$ cat src/rtl/vtc_pkg.sv
package vtc_pkg;
  // one measurement result, registered by a period meter
  typedef struct packed {
    logic done;   // active edge seen this cycle
    logic armed;  // a previous edge existed, period is meaningful
    logic ok;     // period inside window
    logic tmo;    // no edge within twice the nominal period
  } meas_t;
endpackage

$ cat src/rtl/vtc_sync_edge.sv
module vtc_sync_edge #(
  parameter int STAGES = 2
) (
  input  logic clk,
  input  logic rst_n,
  input  logic async_i,
  output logic rise_o
);
  logic [STAGES:0] sh_q, sh_d;

  always_comb begin
    sh_d = {sh_q[STAGES-1:0], async_i};
  end

  always_ff @(posedge clk or negedge rst_n) begin
    if (!rst_n) sh_q <= '0;
    else        sh_q <= sh_d;
  end

  assign rise_o = sh_q[STAGES-1] & ~sh_q[STAGES];

  assert_pulse_single_R2: assert property (@(posedge clk) disable iff (!rst_n)
    rise_o |=> !rise_o);
endmodule

$ cat src/rtl/vtc_period_meter.sv
module vtc_period_meter
  import vtc_pkg::*;
#(
  parameter int NOM   = 1099,
  parameter int TOL_W = 16
) (
  input  logic             clk,
  input  logic             rst_n,
  input  logic             edge_i,
  input  logic [TOL_W-1:0] tol_i,
  output meas_t            meas_o
);
  localparam int LIMIT = 2 * NOM;
  localparam int CW    = $clog2(LIMIT + 1);

  logic [CW-1:0] cnt_q, cnt_d;
  logic          armed_q, armed_d;
  meas_t         meas_q, meas_d;
  logic [31:0]   cnt_w, tol_w;
  logic          in_win, at_limit;

  assign cnt_w    = 32'(cnt_q);
  assign tol_w    = 32'(tol_i);
  assign in_win   = (cnt_w + tol_w >= 32'(NOM)) && (cnt_w <= 32'(NOM) + tol_w);
  assign at_limit = (cnt_q == CW'(LIMIT));

  always_comb begin
    cnt_d   = cnt_q;
    armed_d = armed_q;
    meas_d  = '0;
    if (edge_i) begin
      meas_d.done  = 1'b1;
      meas_d.armed = armed_q;
      meas_d.ok    = armed_q & in_win;
      cnt_d        = CW'(1);
      armed_d      = 1'b1;
    end else if (armed_q) begin
      if (at_limit) begin
        armed_d     = 1'b0;
        meas_d.tmo  = 1'b1;
      end else begin
        cnt_d = cnt_q + CW'(1);
      end
    end
  end

  always_ff @(posedge clk or negedge rst_n) begin
    if (!rst_n) begin
      cnt_q   <= '0;
      armed_q <= 1'b0;
      meas_q  <= '0;
    end else begin
      cnt_q   <= cnt_d;
      armed_q <= armed_d;
      meas_q  <= meas_d;
    end
  end

  assign meas_o = meas_q;

  assert_timeout_fires_R8: assert property (@(posedge clk) disable iff (!rst_n)
    (armed_q && !edge_i && at_limit) |=> (meas_q.tmo && !armed_q));
  assert_first_edge_unmeasured_R10: assert property (@(posedge clk) disable iff (!rst_n)
    (edge_i && !armed_q) |=> (meas_q.done && !meas_q.ok));
endmodule

$ cat src/rtl/vtc_qualifier.sv
module vtc_qualifier
  import vtc_pkg::*;
#(
  parameter int MATCH = 3
) (
  input  logic  clk,
  input  logic  rst_n,
  input  meas_t h_m,
  input  meas_t v_m,
  output logic  valid_o
);
  localparam int GW = $clog2(MATCH + 1);

  logic [GW-1:0] good_q, good_d;
  logic          valid_q, valid_d;
  logic          line_bad_q, line_bad_d;
  logic          h_fault, any_tmo;

  assign h_fault = h_m.done & h_m.armed & ~h_m.ok;
  assign any_tmo = h_m.tmo | v_m.tmo;

  always_comb begin
    good_d     = good_q;
    valid_d    = valid_q;
    line_bad_d = line_bad_q;
    if (h_fault || any_tmo) begin
      good_d     = '0;
      valid_d    = 1'b0;
      line_bad_d = 1'b1;
    end
    if (v_m.done) begin
      line_bad_d = 1'b0;
      if (v_m.armed && v_m.ok && !line_bad_q && !h_fault && !any_tmo) begin
        good_d  = (good_q == GW'(MATCH)) ? good_q : good_q + GW'(1);
        valid_d = (good_d == GW'(MATCH));
      end else begin
        good_d  = '0;
        valid_d = 1'b0;
      end
    end
  end

  always_ff @(posedge clk or negedge rst_n) begin
    if (!rst_n) begin
      good_q     <= '0;
      valid_q    <= 1'b0;
      line_bad_q <= 1'b0;
    end else begin
      good_q     <= good_d;
      valid_q    <= valid_d;
      line_bad_q <= line_bad_d;
    end
  end

  assign valid_o = valid_q;

  assert_rise_on_frame_R5: assert property (@(posedge clk) disable iff (!rst_n)
    $rose(valid_q) |-> $past(v_m.done && v_m.ok));
  assert_line_drop_R6: assert property (@(posedge clk) disable iff (!rst_n)
    (h_m.done && h_m.armed && !h_m.ok) |=> !valid_q);
  assert_frame_drop_R7: assert property (@(posedge clk) disable iff (!rst_n)
    (v_m.done && v_m.armed && !v_m.ok) |=> !valid_q);
  assert_timeout_drop_R8: assert property (@(posedge clk) disable iff (!rst_n)
    (h_m.tmo || v_m.tmo) |=> !valid_q);
endmodule

$ cat src/rtl/vtc_top.sv
module vtc_top
  import vtc_pkg::*;
#(
  parameter int H_NOM        = 1099,
  parameter int FRAME_LINES  = 806,
  parameter int MATCH_FRAMES = 3,
  parameter int SYNC_STAGES  = 2,
  parameter int TOL_W        = 16
) (
  input  logic             clk,
  input  logic             rst_n,
  input  logic             hsync_i,
  input  logic             vsync_i,
  input  logic [TOL_W-1:0] h_tol_i,
  input  logic [TOL_W-1:0] v_tol_i,
  output logic             frame_start_o,
  output logic             video_valid_o
);
  localparam int V_NOM = H_NOM * FRAME_LINES;

  logic [1:0] sync_raw, sync_rise;
  meas_t      h_meas, v_meas;

  assign sync_raw = {vsync_i, hsync_i};

  for (genvar g = 0; g < 2; g++) begin : g_sync
    vtc_sync_edge #(.STAGES(SYNC_STAGES)) u_sync (
      .clk     (clk),
      .rst_n   (rst_n),
      .async_i (sync_raw[g]),
      .rise_o  (sync_rise[g])
    );
  end

  vtc_period_meter #(.NOM(H_NOM), .TOL_W(TOL_W)) u_hmeter (
    .clk    (clk),
    .rst_n  (rst_n),
    .edge_i (sync_rise[0]),
    .tol_i  (h_tol_i),
    .meas_o (h_meas)
  );

  vtc_period_meter #(.NOM(V_NOM), .TOL_W(TOL_W)) u_vmeter (
    .clk    (clk),
    .rst_n  (rst_n),
    .edge_i (sync_rise[1]),
    .tol_i  (v_tol_i),
    .meas_o (v_meas)
  );

  vtc_qualifier #(.MATCH(MATCH_FRAMES)) u_qual (
    .clk     (clk),
    .rst_n   (rst_n),
    .h_m     (h_meas),
    .v_m     (v_meas),
    .valid_o (video_valid_o)
  );

  assign frame_start_o = sync_rise[1];
endmodule

$ cat config.mk
export PLATFORM = sky130hd
export DESIGN_NAME = vtc_top
export DESIGN_NICKNAME = d
export VERILOG_FILES = /design/src/rtl/vtc_pkg.sv /design/src/rtl/vtc_sync_edge.sv /design/src/rtl/vtc_period_meter.sv /design/src/rtl/vtc_qualifier.sv /design/src/rtl/vtc_top.sv
export SDC_FILE = /design/constraint.sdc
export NUM_CORES = 1
export LEC_CHECK = 0
export BUFFER_PORTS_ARGS = -buffer_cell sky130_fd_sc_hd__buf_4
export CORE_ASPECT_RATIO = 1.1
export CORE_MARGIN = 2
export CORE_UTILIZATION = 49
export DETAILED_ROUTE_END_ITERATION = 8
export PLACE_DENSITY = 0.67
export SLEW_MARGIN = 20
export SYNTH_ARGS = -nofsm -noshare
export SYNTH_HDL_FRONTEND = slang
export SYNTH_HIERARCHICAL = 1
export SYNTH_SLANG_ARGS = --single-unit
$ cat constraint.sdc
create_clock -name clk -period 5.4 [get_ports clk]
set_input_delay 0.27 -clock clk [delete_from_list [all_inputs] [get_ports clk]]
set_output_delay 0.27 -clock clk [all_outputs]
set_load 0.01 [all_outputs]
Yosys cells after proc, flatten, opt, wreduce, memory -nomap -nowiden

Index checks and enable logic that the tools add are counted.

Add/subtract/negate cells: 7
Order comparisons: 4
Equality and inequality tests: 6
Multiplexer cells: 29
Bitwise operators: 10
Reduce and logical (&&, ||, !) cells: 15

Operators by type and width:

| cell                                                                                   | number |
|---|---|
| 21-bit two-way mux                                                                     | 3 |
| 12-bit two-way mux                                                                     | 3 |
| 32-bit by 11-bit greater-or-equal comparator with 1-bit output (second input constant) | 1 |
| 32-bit by 20-bit greater-or-equal comparator with 1-bit output (second input constant) | 1 |
| 12-bit by 32-bit less-or-equal comparator with 1-bit output                            | 1 |
| 21-bit by 32-bit less-or-equal comparator with 1-bit output                            | 1 |
| 21-bit by 16-bit adder with 22-bit output                                              | 1 |
| 20-bit by 16-bit adder with 21-bit output (first input constant)                       | 1 |
| 21-bit by 1-bit adder with 21-bit output (second input constant)                       | 1 |
| 21-bit == test (second input constant)                                                 | 1 |
| 11-bit by 16-bit adder with 17-bit output (first input constant)                       | 1 |
| 12-bit by 16-bit adder with 17-bit output                                              | 1 |
| 1-bit two-way mux                                                                      | 17 |
| 12-bit by 1-bit adder with 12-bit output (second input constant)                       | 1 |
| 12-bit == test (second input constant)                                                 | 1 |
| 2-bit two-way mux                                                                      | 4 |
| 1-bit bitwise AND                                                                      | 6 |
| 1-bit logical AND                                                                      | 6 |
| 3-bit two-way mux                                                                      | 2 |
| 2-bit nonzero test                                                                     | 3 |
| 2-bit == test (second input constant)                                                  | 2 |
| 2-bit inequality test (second input constant)                                          | 2 |
| 2-bit AND reduction                                                                    | 2 |
| 1-bit zero test                                                                        | 3 |
| 4 further kinds                                                                        | 6 |

Register bits after elaboration: 53
Input port bits: 36
Word-level logic and storage cells: 88

Depth between registers and ports, before layout

Gate-level depths: netlist of the first run.

Depth in word-level cells: 7
Mapped depth: 16
Depth with buffers taken out: 16

Hierarchy

The synthesis of the first run kept the hierarchy.

Modules (own cells, without submodules):

| module                       | times used | cells an instance | area each (µm²) |
|---|---|---|---|
| vtc_period_meter at u_vmeter | 1          | 338               | 2,831.5 |
| vtc_period_meter at u_hmeter | 1          | 242               | 1,995.7 |
| vtc_qualifier                | 1          | 18                | 195.2 |
| vtc_sync_edge                | 2          | 4                 | 88.8 |

Worst setup path after synthesis of the first run

OpenSTA, ideal clock, no wires.

Path kind: reg-to-reg
Start: register u_vmeter.cnt_q[0]
End: register u_vmeter.meas_q (netlist bit u_vmeter/meas_o[1])
Library setup time: 0.099 ns
Arrival: 2.788 ns
Data required time: 5.301 ns
Setup slack: 2.512 ns
Cell stages (with the launch flop): 11
Path buffers: 0
Period minus slack after synthesis: 2.888 ns
Cells stage by stage: dfrtp_1 ha_1 fa_1 a21o_1 o2bb2ai_2 o41ai_4 xor2_1 a2111oi_1 nor3_1 a311o_1 a311oi_1

RTL lines:

| what                   | line                   | source |
|---|---|---|
| start, declared        | vtc_period_meter.sv:16 | `logic [CW-1:0] cnt_q, cnt_d;` |
| start signal, assigned | vtc_period_meter.sv:53 | `cnt_q <= cnt_d;` |
| end signal, assigned   | vtc_period_meter.sv:55 | `meas_q <= meas_d;` |
| end, declared          | vtc_period_meter.sv:18 | `meas_t meas_q, meas_d;` |

==> impl_metrics.yaml, run 1 <==
setup_path:
  crit_path_end: "u_vmeter/meas_o[1]$_DFF_PN0_"
  worstPathArrival_ns: 3.40
  path_max_fanout: 4
  crit_start: "u_vmeter/cnt_q[0]$_DFFE_PN0P_"
  worstSetupEndpointType: "register"
  required_ns: 5.59
  r2r_end: "u_vmeter/meas_o[1]$_DFF_PN0_"
  worstSetupPathType: "register to register"
  start_kind: "register"
  reg2reg_depth: 10
  crit-reg2reg-launch: "u_vmeter/cnt_q[0]$_DFFE_PN0P_"
  r2r_slack_ns: 2.19
placed_design:
  io_buffers: 37
  place_area_sq_um: 5589
  gp_congestion: 0.9126
  hpwl_mm: 9.769
  pre_cts_slack_ns: 2.103
layout:
  final_common_cell: "ha_1"
  design.final.nets: 739
  syn_to_final_growth_pct: 10.39
  final_area_sq_um: 5741
  drive_above_1_share: 0.1033
  n_antenna_cell: 0
  final_cell_mix: "ha_1 (63), nor2_1 (58), dfrtp_1 (53), a21oi_1 (43)"
clocking:
  cts_resized: 0
  cts_made_buffers: 5
  clkTransAtPathRegs_ns: 0.07
  root_buffer: "clkbuf_16"
  htree_levels: 2
  cts_tree: "done"
  postCtsSetupBuffers: 0
  cts_num_sinks: 53
  clk_latency_ns: 0.29
  clockBufferDepth: 2
  cts_hold_buf: 0
logic_synthesis:
  synth_cells: 606
  yosysWarnings: 6
  synth_xor_area_frac: 0.09432
  yosys.area_share.adder: 0.1593
  ys_seq_elements: 53
  synth_edf_count: 0
  synth-simple-area-share: 0.2442
  syn-cell-area_sq_um: 5200
  synth_top_family_by_area: "simple AND/OR/NAND/NOR gates"
  synthMuxAreaShare: 0.01396
  async_flop_share: 1.000
  synth_ff_type: "dfrtp_1"
  yosysSeqAreaShare: 0.2551
  synthDistinctLibCells: 74
  syn_avg_cell_area_sq_um: 8.581
  syn-num-nets: 707
  synth_compound_area_frac: 0.2050
global_routing:
  grt_usage: 0.2263
  antenna_found_initial: 0
  grt_pass1_wl_mm: 21.14
  grt_max_degree: 54
  grt_pass1_vias: 4670
  grt_overflow: 0
detailed_routing:
  via_per_inst: 5.852
  drc: 0
  vias: 4576
  first_pass_iters: 4
  drtAntennaViolNets: 0
  wl_per_cell_um: 15.58
  drtIter0Drc: 197
  routed_wirelength_mm: 12.19
pwr:
  p_switching_uw: 467.7
  p_int_uw: 820.8
  switching_share: 0.3630
  leakage_nw: 2.666
  fin_total_pwr_mw: 1.289
  combPwrFrac: 0.378
  p_clk_frac: 0.249
  p_per_area_nw_per_um2: 224.5
  seq_power_share: 0.373
  ir_drop_mv: 0.1383
die:
  std_cell_rows: 39
  die_y_um: 112.0
  coreArea_sq_um: 10340
  design.portCount: 38
  start_util: 0.5027
  die_area_sq_um: 11450
  die_w_um: 102.2
status:
  violations: "hold timing"
  status: "complete, but fails checks"
sta:
  period_share: 0.5950
  relSlewSlack: 0.5754
  hold_viol: 4
  max_freq_ghz: 0.3112
  slew_viol_final: 0
  whs_ns: -0.007185
  setup_tns_ns: 0
  rsz0062_at_grt: "no"
  final-setup-viol-count: 0
  skew_ns: 0.006447
  period_needed_ns: 3.213
  worst_pin_slew_ns: 0.6369
  setup_ws_ns: 2.187
worst_hold_path:
  hold_path_class: "primary input to asynchronous set/reset pin"
job:
  cap_violations: 0
## layout make-up
class	instances	area, sq um
repair buffers	37	277.8
fillers	983	4604
clock inverters	3	26.28
clock buffers	5	125.1
multi-input cells	520	3727
inverters	21	78.83
flip-flops and latches	53	1326
well taps	143	178.9
## flip-flops by register name (all words and copies together), names as in the netlist
signal              cells
u_hmeter/cnt_q         12
u_qual/valid_o          1
u_hmeter/armed_q        1
u_qual/good_q           2
u_qual/line_bad_q       1
u_vmeter/cnt_q         21
u_hmeter/meas_o         4
u_vmeter/armed_q        1
g_sync.u_sync/sh_q      6
u_vmeter/meas_o         4
## through the flow
stage	util	std cells
after floorplan	-	606
after global placement	0.5403	774
after detailed placement	0.5403	774
after CTS	0.5549	782
after global routing	0.5549	782
final	0.5549	782
## worst min-delay path by stage
stage	startpoint	end	slack (ns)	cells past startpoint
floorplan	rst_n	g_sync[0].u_sync/sh_q[0]$_DFF_PN0_	-0.03	0
global placement	g_sync[0].u_sync/sh_q[0]$_DFF_PN0_	g_sync[0].u_sync/sh_q[1]$_DFF_PN0_	0.33	0
detailed placement	g_sync[1].u_sync/sh_q[0]$_DFF_PN0_	g_sync[1].u_sync/sh_q[1]$_DFF_PN0_	0.34	0
CTS	rst_n	g_sync[0].u_sync/sh_q[1]$_DFF_PN0_	0.03	1
global route	rst_n	g_sync[0].u_sync/sh_q[0]$_DFF_PN0_	0.05	1
finish	rst_n	g_sync[0].u_sync/sh_q[1]$_DFF_PN0_	-0.007	1
## cells in the mapped netlist, types with 3 or more instances
cell / count / area (sq um)
ha_1: 63 / 788.3
o22ai_1: 4 / 25.02
and4_1: 3 / 26.28
inv_1: 21 / 78.83
nand4_1: 21 / 131.4
xor2_1: 31 / 271.5
o31ai_1: 6 / 45.04
o21a_1: 6 / 45.04
a211oi_1: 3 / 22.52
nor3_1: 13 / 65.06
xnor2_1: 25 / 219.0
nor2b_1: 10 / 62.56
nand2_1: 37 / 138.9
a21oi_1: 43 / 215.2
nor2_1: 58 / 217.7
o211ai_1: 3 / 22.52
nand2b_1: 11 / 68.82
nor4b_1: 3 / 26.28
mux2i_1: 5 / 50.05
o21ai_0: 34 / 170.2
or3_1: 11 / 68.82
a31oi_1: 4 / 25.02
nor3b_1: 3 / 22.52
clkbuf_1: 8 / 30.03
and3_1: 10 / 62.56
and2_1: 7 / 43.79
nor4_1: 5 / 31.28
a21o_1: 10 / 75.07
dfrtp_1: 53 / 1326
nand3_1: 31 / 155.2
## power by group through the flow
stage                     logic, mW  registers (mW)  clock network (mW)
after detailed placement      0.487           0.488                   0
after global placement        0.471           0.488                   0
after floorplan               0.364           0.469                   0
after CTS                     0.489           0.481               0.331
after global routing          0.554           0.489               0.353
final                         0.487           0.480               0.321
## worst max-delay path, stage by stage (launching register included)
cell       delay, ns
dfrtp_1         0.41
ha_1            0.23
fa_1            0.41
a21o_1          0.23
o2bb2ai_2       0.16
o41ai_4         0.44
xor2_1          0.15
a2111oi_1       0.31
nor3_1          0.12
a311o_1         0.37
a311oi_1        0.30
## kinds of logic after synthesis
group,count (synthesis)
multiplexers,7
AND/OR/NAND/NOR,240
flip-flops,53
buffers and inverters,33
adder cells (fa/ha/maj),65
XOR/XNOR,56
AO/OA/AOI/OAI,152
## per-layer routing
| layer | vias to the layer above | share of wire | track usage |
|---|---|---|---|
| met5 | - | 0 | 0 |
| met2 | 70 | 0.53 | 0.4237 |
| li1 | 2305 | - | - |
| met1 | 2180 | 0.42 | 0.2673 |
| met3 | 21 | 0.024 | 0.01868 |
| met4 | 0 | 0.020 | 0.07556 |
Power figures use the tool's default switching activity.
==> run 2: changes to the inputs <==
--- a/config.mk
+++ b/config.mk
@@ -5,12 +5,13 @@
 export SDC_FILE = /design/constraint.sdc
 export NUM_CORES = 1
 export LEC_CHECK = 0
+export ABC_AREA = 1
 export BUFFER_PORTS_ARGS = -buffer_cell sky130_fd_sc_hd__buf_4
 export CORE_ASPECT_RATIO = 1.1
 export CORE_MARGIN = 2
 export CORE_UTILIZATION = 49
 export DETAILED_ROUTE_END_ITERATION = 8
-export PLACE_DENSITY = 0.67
+export PLACE_DENSITY = 0.66
 export SLEW_MARGIN = 20
 export SYNTH_ARGS = -nofsm -noshare
 export SYNTH_HDL_FRONTEND = slang
==> constraint.sdc (replaced) <==
create_clock -name clk -period 3.1 [get_ports clk]
set_input_delay 0.155 -clock clk [delete_from_list [all_inputs] [get_ports clk]]
set_output_delay 0.155 -clock clk [all_outputs]
set_load 0.01 [all_outputs]
==> run 2 against run 1 <==
  * Power increased by 100%
  * Highest routed layer unchanged
  * Core utilization about the same
  * Global-route usage increased by 3.8 points
  * Critical path depth increased by 10
  * Setup slack got worse by 1.7 ns
  * Largest power group unchanged
  * The flow now finishes without violations
==> impl_metrics.yaml, run 2 <==
logic_synthesis:
  async_flop_share: 1.000
  synth_top_cell_area_share: 0.1999
  yosysWarnings: 6
  syn-num-nets: 1180
  yosysTopAreaCell: "dfrtp_1"
  synth_ff_type: "dfrtp_1"
  yosys.area_share.adder: 0.1249
  synth_top_family_by_area: "simple AND/OR/NAND/NOR gates"
  synth_edf_count: 0
  synthDistinctLibCells: 42
  yosysSeqAreaShare: 0.1999
  synthTopCellsByArea: "dfrtp_1 (20%), nand2_1 (20%), ha_1 (12%), inv_1 (9.6%), nand3_1 (6.8%)"
  synth_compound_area_frac: 0.08280
  synthMuxAreaShare: 0
  yosysMostFrequentCell: "nand2_1"
  synth_xor_area_frac: 0.05809
  synth-simple-area-share: 0.4206
  yosys-top-cells-count: "nand2_1 (350), inv_1 (170), nand3_1 (90)"
  syn-cell-area_sq_um: 6634
  syn_avg_cell_area_sq_um: 6.148
  synth_cells: 1079
  ys_seq_elements: 53
clocking:
  postCtsSetupBuffers: 0
  clk_latency_ns: 0.30
  cts_hold_buf: 3
  htree_levels: 2
  cts_tree: "done"
  cts_resized: 0
  clockBufferDepth: 2
  cts_num_sinks: 53
  root_buffer: "clkbuf_16"
  cts_made_buffers: 5
  clkTransAtPathRegs_ns: 0.07
job:
  cap_violations: 0
sta:
  whs_ns: 0.3363
  relSlewSlack: 0.5585
  worst_pin_slew_ns: 0.6622
  period_share: 0.8362
  rsz0062_at_grt: "no"
  slew_viol_final: 0
  skew_ns: 0.006865
  period_needed_ns: 2.592
  final-setup-viol-count: 0
  setup_tns_ns: 0
  hold_viol: 0
  max_freq_ghz: 0.3857
status:
  status: "complete, no violations"
setup_path:
  cp_num_cells: 20
  r2r_end: "u_vmeter/meas_o[1]$_DFF_PN0_"
  reg2reg_depth: 15
  required_ns: 3.28
  crit_start: "v_tol_i[1]"
  crit_path_end: "u_vmeter/meas_o[1]$_DFF_PN0_"
  crit_family: "simple AND/OR/NAND/NOR gates"
  worstPathArrival_ns: 2.78
  start_kind: "primary input"
  slowest_stage: "o21ai_0"
  path_max_fanout: 4
  worstSetupPathType: "primary input to register"
  crit-reg2reg-launch: "u_vmeter/cnt_q[0]$_DFFE_PN0P_"
  path_common_cell: "nand2_1"
  r2r_slack_ns: 0.51
  path_buf_inv: 3
  max_stage_delay_ns: 0.27
  worstSetupEndpointType: "register"
  worstPathCellList: "buf_4 > ha_1 > nand3_1 > nand2_1 > nand2_1 > nor2_1 > inv_1 > o21ai_0 > nand2_1 > nor2_1 > nor2_1 > ha_1 > inv_1 > nor3_1 > nor3b_1 > o311ai_0 > nand3_1 > nand2_1 > nand2_1 > a21oi_2"
global_routing:
  grt_overflow: 0
  antenna_found_initial: 0
  grt_pass1_wl_mm: 30.87
  grt_usage: 0.2644
  grt_max_degree: 54
  grt_pass1_vias: 6589
detailed_routing:
  routed_wirelength_mm: 18.23
  first_pass_iters: 5
  highest_layer: "met4"
  via_per_inst: 5.315
  wl_met1_mm: 7.721
  vias: 6835
  wl_met2_mm: 9.331
  drc: 0
  drtAntennaViolNets: 0
  drtIter0Drc: 443
  wl_per_cell_um: 14.17
  met3_length_um: 700
layout:
  syn_to_final_growth_pct: 10.47
  seqCellArea_sq_um: 1326
  largest_reg_flops: 21
  final_common_cell: "nand2_1"
  drive_above_1_share: 0.08800
  multi_input_area_sq_um: 4553
  nFillCells: 1391
  largest-register: "u_vmeter/cnt_q"
  design.final.nets: 1225
  n_antenna_cell: 0
  reg_top3: "u_vmeter/cnt_q (21), u_hmeter/cnt_q (12), g_sync.u_sync/sh_q (6)"
  final_cell_mix: "nand2_1 (350), inv_1 (170), nand3_1 (90), nor2_1 (83), ha_1 (63)"
pwr:
  fin_total_pwr_mw: 2.641
  p_per_area_nw_per_um2: 360.4
  leakage_nw: 4.006
  ir_drop_mv: 0.3779
die:
  start_util: 0.5021
  std_cell_rows: 44
  coreArea_sq_um: 13210
  die_area_sq_um: 14490
  die_w_um: 114.9
  design.portCount: 38
  die_y_um: 126.0
placed_design:
  io_buffers: 37
  gp_congestion: 0.9370
  hpwl_mm: 15.25
worst_hold_path:
  whs_path_depth: 7
  hold_path_class: "primary input to register"
-- run 2: cell count changes in the layout (fill, tap and decap cells not counted), sizes merged, moves of 14 or more --
cell   change
nor3      +20
xnor2     -14
inv      +156
nand3     +62
nor2      +40
nand2    +320
-- run 2: worst min path at each step --
| stage | endpoint | slack, ns | from |
|---|---|---|---|
| 2_1_floorplan | g_sync[0].u_sync/sh_q[0]$_DFF_PN0_ | -0.14 | rst_n |
| 3_3_place_gp | u_vmeter/cnt_q[5]$_DFFE_PN0P_ | 0.24 | rst_n |
| 4_1_cts | u_hmeter/meas_o[1]$_DFF_PN0_ | 0.35 | h_tol_i[15] |
| 3_5_place_dp | u_vmeter/cnt_q[4]$_DFFE_PN0P_ | 0.24 | rst_n |
| 6_report | u_hmeter/meas_o[1]$_DFF_PN0_ | 0.34 | h_tol_i[15] |
| 5_1_grt | g_sync[1].u_sync/sh_q[1]$_DFF_PN0_ | 0.37 | g_sync[1].u_sync/sh_q[0]$_DFF_PN0_ |
-- run 2: cell families (layout without fill, tap and decap cells) --
group                    after synthesis  in the layout
buffers and inverters                191            237
AND/OR/NAND/NOR                      632            632
XOR/XNOR                              44             44
AO/OA/AOI/OAI                         94             94
adder cells (fa/ha/maj)               65             65
flip-flops                            53             53
-- run 2: per-stage QoR --
stage | util | cell area, sq um | cells | setup slack [ns]
4_1_cts | 0.5546 | 7328 | 1286 | 0.5037
5_1_grt | 0.5546 | 7328 | 1286 | 0.1764
3_3_place_gp | 0.5391 | 7123 | 1275 | 0.3066
6_report | 0.5546 | 7328 | 1286 | 0.5076
3_5_place_dp | 0.5391 | 7123 | 1275 | 0.2000
2_1_floorplan | - | 6634 | 1079 | 0.6926
-- run 2: where the power goes --
part / switching [mW] / internal (mW)
combinational: 0.740 / 0.420
clock: 0.263 / 0.388
sequential: 0.0853 / 0.746
total: 1.09 / 1.55
-- run 2: routing by layer --
| metal | up-vias | GRT usage |
|---|---|---|
| li1 | 3573 | - |
| met1 | 3048 | 0.3253 |
| met5 | - | 0 |
| met3 | 28 | 0.02166 |
| met4 | 0 | 0.07867 |
| met2 | 186 | 0.4858 |
-- run 2: final cells by class --
cell class | instances | area share
Multi-Input combinational cell | 835 | 0.6213
Clock buffer | 5 | 0.01707
Tap cell | 161 | 0.02749
Inverter | 178 | 0.09305
Sequential cell | 53 | 0.1810
Timing Repair Buffer | 51 | 0.05327
Clock inverter | 3 | 0.006829
-- run 2: worst min-delay path, stage by stage --
cell and delay, ns:
buf_4 0.09, nand2_1 0.05, nand2_1 0.05, nor2_1 0.04, nand3_1 0.07, nand2_1 0.05, nor2_1 0.09
